### src/rtl/xms_pkg.sv
package xms_pkg;
  localparam int EXP_W  = 4;
  localparam int MANT_W = 5;
  localparam int INC_W  = 5;
  localparam int BS_W   = 6;
  localparam int TOKEN_SHIFT = 6;    // one token = 64 bits
  localparam int BASE_BITS   = 512;  // cap = BASE_BITS << bs

  typedef struct packed {
    logic [EXP_W-1:0]  exp_v;
    logic [MANT_W-1:0] mant;
    logic [INC_W-1:0]  inc;
    logic [BS_W-1:0]   bs;
  } xms_cfg_t;
endpackage

### src/rtl/xms_cfg_regs.sv
module xms_cfg_regs
  import xms_pkg::*;
#(
  parameter int CREDIT_W           = 8,
  parameter int CREDIT_MAX_UNSPLIT = 112,
  parameter int CREDIT_MAX_SPLIT   = 57,
  parameter int BS_MIN             = 5,
  parameter int BS_MAX             = 25
) (
  input  logic                clk,
  input  logic                rst,
  input  logic                wr,
  input  xms_cfg_t            cfg_in,
  input  logic                credit_we,
  input  logic [CREDIT_W-1:0] credit_in,
  input  logic                split,
  output xms_cfg_t            cfg_q,
  output logic [CREDIT_W-1:0] credit_q,
  output logic                err_q,
  output logic                accept
);
  logic                bs_ok, cred_ok;
  logic [CREDIT_W-1:0] lim;

  always_comb begin
    lim     = split ? CREDIT_W'(CREDIT_MAX_SPLIT) : CREDIT_W'(CREDIT_MAX_UNSPLIT);
    bs_ok   = (cfg_in.bs >= BS_W'(BS_MIN)) && (cfg_in.bs <= BS_W'(BS_MAX));
    cred_ok = !credit_we || ((credit_in != '0) && (credit_in <= lim));
    accept  = wr && bs_ok && cred_ok;
  end

  always_ff @(posedge clk) begin
    if (rst) begin
      cfg_q    <= '{exp_v: '0, mant: '0, inc: '0, bs: BS_W'(BS_MIN)};
      credit_q <= CREDIT_W'(1);
      err_q    <= 1'b0;
    end else if (wr) begin
      err_q <= !accept;
      if (accept) begin
        cfg_q <= cfg_in;
        if (credit_we) credit_q <= credit_in;
      end
    end
  end
endmodule

### src/rtl/xms_tick_gen.sv
module xms_tick_gen
  import xms_pkg::*;
#(
  parameter int CLKS_PER_TICK = 8
) (
  input  logic              clk,
  input  logic              rst,
  input  logic              restart,
  input  logic [EXP_W-1:0]  exp_i,
  input  logic [MANT_W-1:0] mant_i,
  output logic              refill
);
  localparam int PER_W = MANT_W + (1 << EXP_W);

  logic             tick;
  logic [PER_W-1:0] period_ticks, icnt;

  generate
    if (CLKS_PER_TICK <= 1) begin : g_no_pre
      assign tick = 1'b1;
    end else begin : g_pre
      localparam int PRE_W = $clog2(CLKS_PER_TICK);
      localparam logic [PRE_W-1:0] PRE_LAST = PRE_W'(CLKS_PER_TICK - 1);
      logic [PRE_W-1:0] pre;
      always_ff @(posedge clk) begin
        if (rst || restart)    pre <= '0;
        else if (pre == PRE_LAST) pre <= '0;
        else                   pre <= pre + 1'b1;
      end
      assign tick = (pre == PRE_LAST);
    end
  endgenerate

  assign period_ticks = (PER_W'(mant_i) + PER_W'(1)) << exp_i;

  always_ff @(posedge clk) begin
    if (rst || restart) icnt <= '0;
    else if (tick) begin
      if (icnt == period_ticks - 1'b1) icnt <= '0;
      else                             icnt <= icnt + 1'b1;
    end
  end

  assign refill = tick && (icnt == period_ticks - 1'b1) && !restart;
endmodule

### src/rtl/xms_bucket.sv
module xms_bucket #(
  parameter int LVL_W         = 36,
  parameter int LEN_W         = 14,
  parameter int MAX_PKT_BYTES = 9216
) (
  input  logic                    clk,
  input  logic                    rst,
  input  logic                    refill,
  input  logic signed [LVL_W-1:0] add_bits,
  input  logic signed [LVL_W-1:0] cap,
  input  logic                    clamp_en,
  input  logic signed [LVL_W-1:0] clamp_cap,
  input  logic                    send,
  input  logic [LEN_W-1:0]        len,
  output logic signed [LVL_W-1:0] level,
  output logic                    eligible
);
  localparam logic [LEN_W-1:0] MAX_LEN = LEN_W'(MAX_PKT_BYTES);

  logic [LEN_W-1:0]        len_c;
  logic signed [LVL_W-1:0] debit, sum, base, nxt;

  always_comb begin
    len_c = (len > MAX_LEN) ? MAX_LEN : len;
    debit = LVL_W'(len_c) << 3;
    sum   = level + add_bits;
    if (clamp_en)    base = (level > clamp_cap) ? clamp_cap : level;
    else if (refill) base = (sum > cap) ? cap : sum;
    else             base = level;
    nxt = (send && eligible) ? base - debit : base;
  end

  always_ff @(posedge clk) begin
    if (rst) begin
      level    <= '0;
      eligible <= 1'b0;
    end else begin
      level    <= nxt;
      eligible <= (nxt > 0);
    end
  end
endmodule

### src/rtl/xm_token_shaper.sv
module xm_token_shaper
  import xms_pkg::*;
#(
  parameter int CLKS_PER_TICK      = 8,
  parameter int LEN_W              = 14,
  parameter int MAX_PKT_BYTES      = 9216,
  parameter int LVL_W              = 36,
  parameter int CREDIT_W           = 8,
  parameter int CREDIT_MAX_UNSPLIT = 112,
  parameter int CREDIT_MAX_SPLIT   = 57,
  parameter int BS_MIN             = 5,
  parameter int BS_MAX             = 25
) (
  input  logic                    clk,
  input  logic                    rst,
  input  logic                    cfg_wr,
  input  logic [3:0]              cfg_exp,
  input  logic [4:0]              cfg_mant,
  input  logic [4:0]              cfg_inc,
  input  logic [5:0]              cfg_bs,
  input  logic                    cfg_credit_we,
  input  logic [CREDIT_W-1:0]     cfg_credit,
  input  logic                    split_port,
  output logic                    cfg_err,
  output logic [CREDIT_W-1:0]     port_credit,
  input  logic [LEN_W-1:0]        pkt_len,
  input  logic                    pkt_send,
  output logic                    pkt_eligible,
  output logic signed [LVL_W-1:0] bucket_level,
  output logic                    refill_stb
);
  xms_cfg_t                cfg_in, cfg_q;
  logic                    accept, refill;
  logic signed [LVL_W-1:0] cap_q, cap_new, add_bits;

  assign cfg_in = '{exp_v: cfg_exp, mant: cfg_mant, inc: cfg_inc, bs: cfg_bs};

  xms_cfg_regs #(
    .CREDIT_W(CREDIT_W), .CREDIT_MAX_UNSPLIT(CREDIT_MAX_UNSPLIT),
    .CREDIT_MAX_SPLIT(CREDIT_MAX_SPLIT), .BS_MIN(BS_MIN), .BS_MAX(BS_MAX)
  ) u_cfg (
    .clk(clk), .rst(rst), .wr(cfg_wr), .cfg_in(cfg_in),
    .credit_we(cfg_credit_we), .credit_in(cfg_credit), .split(split_port),
    .cfg_q(cfg_q), .credit_q(port_credit), .err_q(cfg_err), .accept(accept)
  );

  xms_tick_gen #(.CLKS_PER_TICK(CLKS_PER_TICK)) u_tick (
    .clk(clk), .rst(rst), .restart(accept),
    .exp_i(cfg_q.exp_v), .mant_i(cfg_q.mant), .refill(refill)
  );

  assign cap_q    = LVL_W'(BASE_BITS) << cfg_q.bs;
  assign cap_new  = LVL_W'(BASE_BITS) << cfg_bs;
  assign add_bits = LVL_W'(cfg_q.inc) << TOKEN_SHIFT;

  xms_bucket #(.LVL_W(LVL_W), .LEN_W(LEN_W), .MAX_PKT_BYTES(MAX_PKT_BYTES)) u_bkt (
    .clk(clk), .rst(rst), .refill(refill), .add_bits(add_bits), .cap(cap_q),
    .clamp_en(accept), .clamp_cap(cap_new), .send(pkt_send), .len(pkt_len),
    .level(bucket_level), .eligible(pkt_eligible)
  );

  always_ff @(posedge clk) begin
    if (rst) refill_stb <= 1'b0;
    else     refill_stb <= refill;
  end
endmodule

### config.mk
export PLATFORM = sky130hd
export DESIGN_NAME = xm_token_shaper
export DESIGN_NICKNAME = d
export VERILOG_FILES = /design/src/rtl/xms_pkg.sv /design/src/rtl/xms_cfg_regs.sv /design/src/rtl/xms_tick_gen.sv /design/src/rtl/xms_bucket.sv /design/src/rtl/xm_token_shaper.sv
export SDC_FILE = /design/constraint.sdc
export NUM_CORES = 1
export LEC_CHECK = 0
export CELL_PAD_IN_SITES_DETAIL_PLACEMENT = 0
export CELL_PAD_IN_SITES_GLOBAL_PLACEMENT = 2
export CORE_ASPECT_RATIO = 0.9
export CORE_UTILIZATION = 35
export DETAILED_ROUTE_END_ITERATION = 8
export PLACE_DENSITY_LB_ADDON = 0.2
export SLEW_MARGIN = 10
export SYNTH_ARGS = -nofsm -noshare
export SYNTH_HDL_FRONTEND = slang
export SYNTH_HIERARCHICAL = 1
export SYNTH_SLANG_ARGS = --single-unit
export TNS_END_PERCENT = 30
### constraint.sdc
create_clock -name clk -period 10.1 [get_ports clk]
set_clock_uncertainty 0.05 [all_clocks]
set_input_delay 1.515 -clock clk [delete_from_list [all_inputs] [get_ports clk]]
set_output_delay 1.515 -clock clk [all_outputs]
set_load 0.05 [all_outputs]
==> summary.md, run 1 <==
| Metric | Value |
|---|---|
| Outcome | `completed` |
| Commonest non-fill, non-tap cell in the layout | `nor2_1` |
| TritonCTS clock tree | `built` |
| Final Routed Wirelength | `49.15 mm` |
| Max Cap Violations | `0` |
| Fin. Hold Viols | `0` |
| Critical path endpoint category | `flop` |
| RSZ-0062 raised after global routing | `no` |
| Leakage | `5.800 nW` |
| Total negative slack | `0 ns` |
| Fmax | `0.1086 GHz` |
| # setup viols final | `0` |
| Share of cells above drive strength 1 | `7.535%` |
| Asr flop ratio synth | `0%` |
| CP peak stage delay | `0.55 ns` |
| Worst skew pair latency | `0.37 ns` |
| Relative slew slack | `29.55%` |
| Commonest non-fill, non-tap cells in the layout | `nor2_1 (186), nand2_1 (149), a21oi_1 (132)` |
| Initial Utilization | `36.00%` |
| Largest net degree at the start of global routing | `55` |
| Cell count after synthesis | `1782` |
| Die H | `183.2 microns` |
| Detailed-route via count | `13552` |
| Setup WS post-layout | `0.8945 ns` |
| DR WL/cell | `20.64 microns` |
| CTS clk-pin slew, worst paths | `0.07 ns` |
| Tmin final | `9.206 ns` |
| CTS buffer count | `9` |
| Gpl congestion | `0.9177` |
| Antenna violations before repair | `1` |
| Slowest-stage cell, CP | `dfxtp_1` |
| Clock H-tree levels | `3` |
| Core Region | `35460 sq um` |
| Routed Antenna Nets | `0` |
| Sequential share of the synthesized area | `14.27%` |
| Post-DP HPWL | `39.96 mm` |
| First-pass GRT wire length | `75.00 mm` |
| Initial DRC count | `1233` |
| Critical Path RT | `10.27 ns` |
| Vias/cell | `5.692` |
| Total grt overflow | `0` |
| Post-CTS sizing | `0` |
| Hold Path Class | `flop to flop` |
| Multi-input logic area | `10390 sq um` |
| Fin crit share | `91.14%` |
| Number of global-route vias before repair | `12487` |
| Area taken by flip-flops and latches | `1822 sq um` |
| Pre-CTS setup slack | `0.8178 ns` |
| YS warnings | `6` |
| Avg Cell Area, Syn | `7.163 sq um` |
| Max VDD drop | `0.0001792 V` |
| Num ports | `95` |
| Max-slew violations | `0` |
| Syn-to-layout area delta | `16.10%` |
| Synthesized cell area | `12760 sq um` |
| Clk sinks | `91` |
| Yosys reg bits | `91` |
| FP Rows | `65` |
| PortBufs | `94` |
| Drt pass-1 iters | `5` |
| Die area | `37240 sq um` |
| Ys flop type | `dfxtp_1` |
| Worst Tran Pin Value | `1.048 ns` |
| Number of fill cells | `3817` |
| Die Width | `203.3 microns` |
| Power Density | `290.0 nW/um^2` |
| CP arrival | `9.38 ns` |
| CP Max Fanout | `21` |
| Post-synth EDFFs | `0` |
| Final layout net count | `2085` |
| DRC | `0` |
| CTS root buf | `clkbuf_16` |
| Clk buf depth | `2` |
| Tot GR Track Use | `26.25%` |
| Synth cell types | `109` |
| Kind of critical path | `flop to flop` |
| Critical Path Start Type | `flop` |
## final timing paths
check	start	endpoint	slack, ns	depth (start not counted)
worst max register to register	u_bkt/level[10]	u_bkt/eligible	0.89	36
worst min-delay path	u_tick/g_pre.pre[0]	u_tick/g_pre.pre[0]	0.37	1
worst min register to register	u_tick/g_pre.pre[0]	u_tick/g_pre.pre[0]	0.37	1
worst max-delay path	u_bkt/level[10]	u_bkt/eligible	0.89	36
## synth_stat cells (23+ instances only)
cell type | instances | area share [%]
o211ai_1 | 23 | 1.4
nor2_1 | 187 | 5.5
dfxtp_1 | 91 | 14
xor2_1 | 41 | 2.8
clkbuf_1 | 58 | 1.7
nand4_1 | 33 | 1.6
nor2b_1 | 25 | 1.2
a211oi_1 | 29 | 1.7
ha_1 | 129 | 13
nand2_1 | 149 | 4.4
nor3_1 | 57 | 2.2
mux2i_1 | 34 | 2.7
xnor2_1 | 57 | 3.9
o21ai_0 | 87 | 3.4
nand2b_1 | 73 | 3.6
nand3_1 | 50 | 2.0
nor4_1 | 28 | 1.4
a21oi_1 | 132 | 5.2
inv_1 | 113 | 3.3
## area by class of cell
cell class	instances	share of cell area [%]
Antenna cell	1	0.01688
Clock buffer	10	1.612
Clock inverter	6	0.7514
Inverter	114	2.887
Multi-Input combinational cell	1555	70.09
Sequential cell	91	12.29
Tap cell	469	3.959
Timing Repair Buffer	135	8.392
## state kept, by name, summed over array words and instances, names as in the netlist
register and flops:
u_cfg/err_q 1, u_bkt/eligible 1, u_cfg/cfg_q 20, refill_stb 1
u_tick/g_pre.pre 3, u_tick/icnt 21, u_cfg/credit_q 8, u_bkt/level 36
## timing repair
item | CTS | global route
buffers inserted | 0 | 2
hold buffers | 0 | 0
endpoints found under the setup margin | 0 | 1
hold endpoints to repair | 0 | 0
## where the power goes
group / switching [W] / internal (W) / total (W)
combinational: 0.00221 / 0.00115 / 0.00336
clock: 0.000167 / 0.000250 / 0.000417
sequential: 0.000109 / 0.000416 / 0.000525
total: 0.00248 / 0.00182 / 0.00430
## metal layers
layer	share of wire, %	vias up	wire length, microns	GRT usage [%]
met4	2.0	0	966	6.195
met2	43	430	21020	40.30
met1	50	6402	24360	38.69
met3	5.7	42	2800	2.878
met5	0	-	0	0
li1	-	6678	-	-
## cell families after synthesis
kind of cell	count (synthesis)	synth area share, %
compound gates	476	25.51
other cells	1	0.02938
fa+ha+maj	131	12.96
flops	91	14.27
mux	40	3.225
simple gates	747	30.76
buf+inv	196	6.263
xor+xnor	100	6.979
## worst max-delay path: cells and delay by family (launching register included)
family | cells | cell delay, ns
compound gates | 18 | 4.18
xor+xnor | 2 | 0.21
fa+ha+maj | 3 | 1.12
buf+inv | 1 | 0.34
flops | 1 | 0.55
simple gates | 12 | 2.61
## metrics by stage
stage / power (W) / std cells / utilization, % / hold slack (ns) / cell area, sq um
6_report: 0.004298 / 2381 / 41.80 / 0.3748 / 14820
5_1_grt: 0.004601 / 2380 / 41.79 / 0.3860 / 14820
4_1_cts: 0.004206 / 2378 / 41.75 / 0.3763 / 14800
3_5_place_dp: 0.003769 / 2362 / 40.76 / 0.3664 / 14450
3_3_place_gp: 0.003784 / 2362 / 40.76 / 0.3715 / 14450
2_1_floorplan: 0.002782 / 1842 / - / 0.3514 / 12990
Note: power is estimated with default switching activity, not from simulation.
==> inputs of run 2 (changes only) <==
Settings changed: ABC_AREA from default to 0, CAP_MARGIN from default to 20.
==> run 2 against run 1 <==
Against the previous run: count of clock-buffer cells in the layout stayed put; critical path depth unchanged; via count rose by 0.15%; non-clock buffer count is 1 higher; fmax fell by 1.1%; routed wire length grew 0.20%; core utilization is essentially flat; sequential power is essentially flat; critical endpoint unchanged; largest cell class unchanged.
==> summary.md, run 2 (same netlist as run 1, synthesis figures left out) <==
| Metric | Value |
|---|---|
| Outcome | `completed` |
| Tot GR Track Use | `26.25%` |
| RSZ-0062 raised after global routing | `no` |
| Crit-path leading delay family | `compound AO/OA/AOI/OAI gates` |
| Largest net degree at the start of global routing | `55` |
| # setup viols final | `0` |
| Detailed-route via count | `13573` |
| Die H | `183.2 microns` |
| Final layout net count | `2086` |
| Clk buf depth | `2` |
| CTS clk-pin slew, worst paths | `0.07 ns` |
| Multi-input logic area | `10390 sq um` |
| Initial Utilization | `36.00%` |
| Clock H-tree levels | `3` |
| CP Max Fanout | `21` |
| Slowest-stage cell, CP | `dfxtp_1` |
| Kind of critical path | `flop to flop` |
| Post-CTS sizing | `0` |
| Max-slew violations | `0` |
| Max Cap Violations | `0` |
| CP peak stage delay | `0.54 ns` |
| DRC | `0` |
| Final Routed Wirelength | `49.24 mm` |
| Most flop-heavy register | `u_bkt/level` |
| Core Region | `35460 sq um` |
| Worst skew pair latency | `0.37 ns` |
| CP arrival | `9.49 ns` |
| Worst Setup SP | `u_bkt/level[10]` |
| DR WL/cell | `20.66 microns` |
| Relative slew slack | `36.18%` |
| Inst Count DP | `2362` |
| RR Startpoint | `u_bkt/level[10]` |
| Vias/cell | `5.693` |
| Total grt overflow | `0` |
| Buffers & Inverters on Critical Path | `1` |
| Leakage | `5.804 nW` |
| Worst Tran Pin Value | `0.9453 ns` |
| Hold Crit Start | `u_tick/g_pre.pre[0]` |
| Area taken by flip-flops and latches | `1822 sq um` |
| Pre-CTS setup slack | `0.8178 ns` |
| Die Width | `203.3 microns` |
| Share of cells above drive strength 1 | `7.584%` |
| Fin crit share | `92.17%` |
| Drt pass-1 iters | `7` |
| Number of global-route vias before repair | `12487` |
| Power Density | `289.4 nW/um^2` |
| Total negative slack | `0 ns` |
| Area post-placement | `14450 sq um` |
| Post CTS Setup Buffer Count | `0` |
| Critical Path Start Type | `flop` |
| PortBufs | `94` |
| Critical Path RT | `10.28 ns` |
| Clk sinks | `91` |
| Max reg flops | `36` |
| CTS root buf | `clkbuf_16` |
| Commonest non-fill, non-tap cell in the layout | `nor2_1` |
| FP Rows | `65` |
| Critical path endpoint category | `flop` |
| Tmin final | `9.309 ns` |
| Num ports | `95` |
| Post-Layout Inst Area | `14830 sq um` |
| Final core occ | `41.82%` |
| Fin. Hold Viols | `0` |
| Post-DP HPWL | `39.96 mm` |
| Syn-to-layout area delta | `16.18%` |
| Gpl congestion | `0.9177` |
| Max VDD drop | `0.0001768 V` |
| Commonest non-fill, non-tap cells in the layout | `nor2_1 (186), nand2_1 (149), a21oi_1 (132)` |
| Routed Antenna Nets | `0` |
| Initial DRC count | `1279` |
| CTS buffer count | `9` |
| TritonCTS clock tree | `built` |
| Fmax | `0.1074 GHz` |
| Biggest regs | `u_bkt/level: 36 flops, u_tick/icnt: 21 flops, u_cfg/cfg_q: 20 flops` |
| First-pass GRT wire length | `75.00 mm` |
| Die area | `37240 sq um` |
| Number of fill cells | `3818` |
| Setup WS post-layout | `0.7910 ns` |
| Finished Layout Cells | `2384` |
| Antenna violations before repair | `1` |
| CTS Hold Bufs | `0` |
| Hold Path Class | `flop to flop` |
## run 2: routing by layer
layer  track usage (%)  vias up  part of all wire [%]  wire length [microns]
met1             38.69     6428                    50                  24400
met5                 0        -                     0                      0
met4             6.195        0                   1.8                    886
met3             2.878       37                   5.7                   2816
li1                  -     6674                     -                      -
met2             40.30      434                    43                  21140
## run 2: worst paths after layout
path	endpoint	slack (ns)	depth (start not counted)
worst max-delay path	u_bkt/eligible	0.79	36
worst min-delay path	u_tick/g_pre.pre[0]	0.38	1
worst max register to register	u_bkt/eligible	0.79	36
worst min register to register	u_tick/g_pre.pre[0]	0.38	1
## run 2: layout make-up
cell class | instances | area share [%]
antenna | 3 | 0.05062
clock buffer | 10 | 1.611
clock inverter | 6 | 0.7509
inverter | 114 | 2.885
multi-input combinational | 1555 | 70.04
sequential | 91 | 12.28
tap | 469 | 3.957
timing repair buffer | 136 | 8.420
## run 2: power breakdown
part	internal, W	switching (W)	total, W
sequential	0.000416	0.000112	0.000527
clock	0.000250	0.000168	0.000418
combinational	0.00115	0.00220	0.00335
total	0.00182	0.00248	0.00429
## run 2: worst register-to-register path: cells and delay by family, from the launching register on
family | cells | cell delay, ns
DFF | 1 | 0.54
AOI/OAI and AO/OA | 18 | 4.21
adders and majority gates | 3 | 1.13
buffers and inverters | 1 | 0.35
and+or+nand+nor | 12 | 2.67
xor gates and xnor gates | 2 | 0.22
## run 2: stage by stage
step	hold slack (ns)	total power, W
floorplan	0.3514	0.002782
global placement	0.3715	0.003784
detailed placement	0.3664	0.003769
CTS	0.3763	0.004206
global route	0.3860	0.004601
finish	0.3778	0.004292
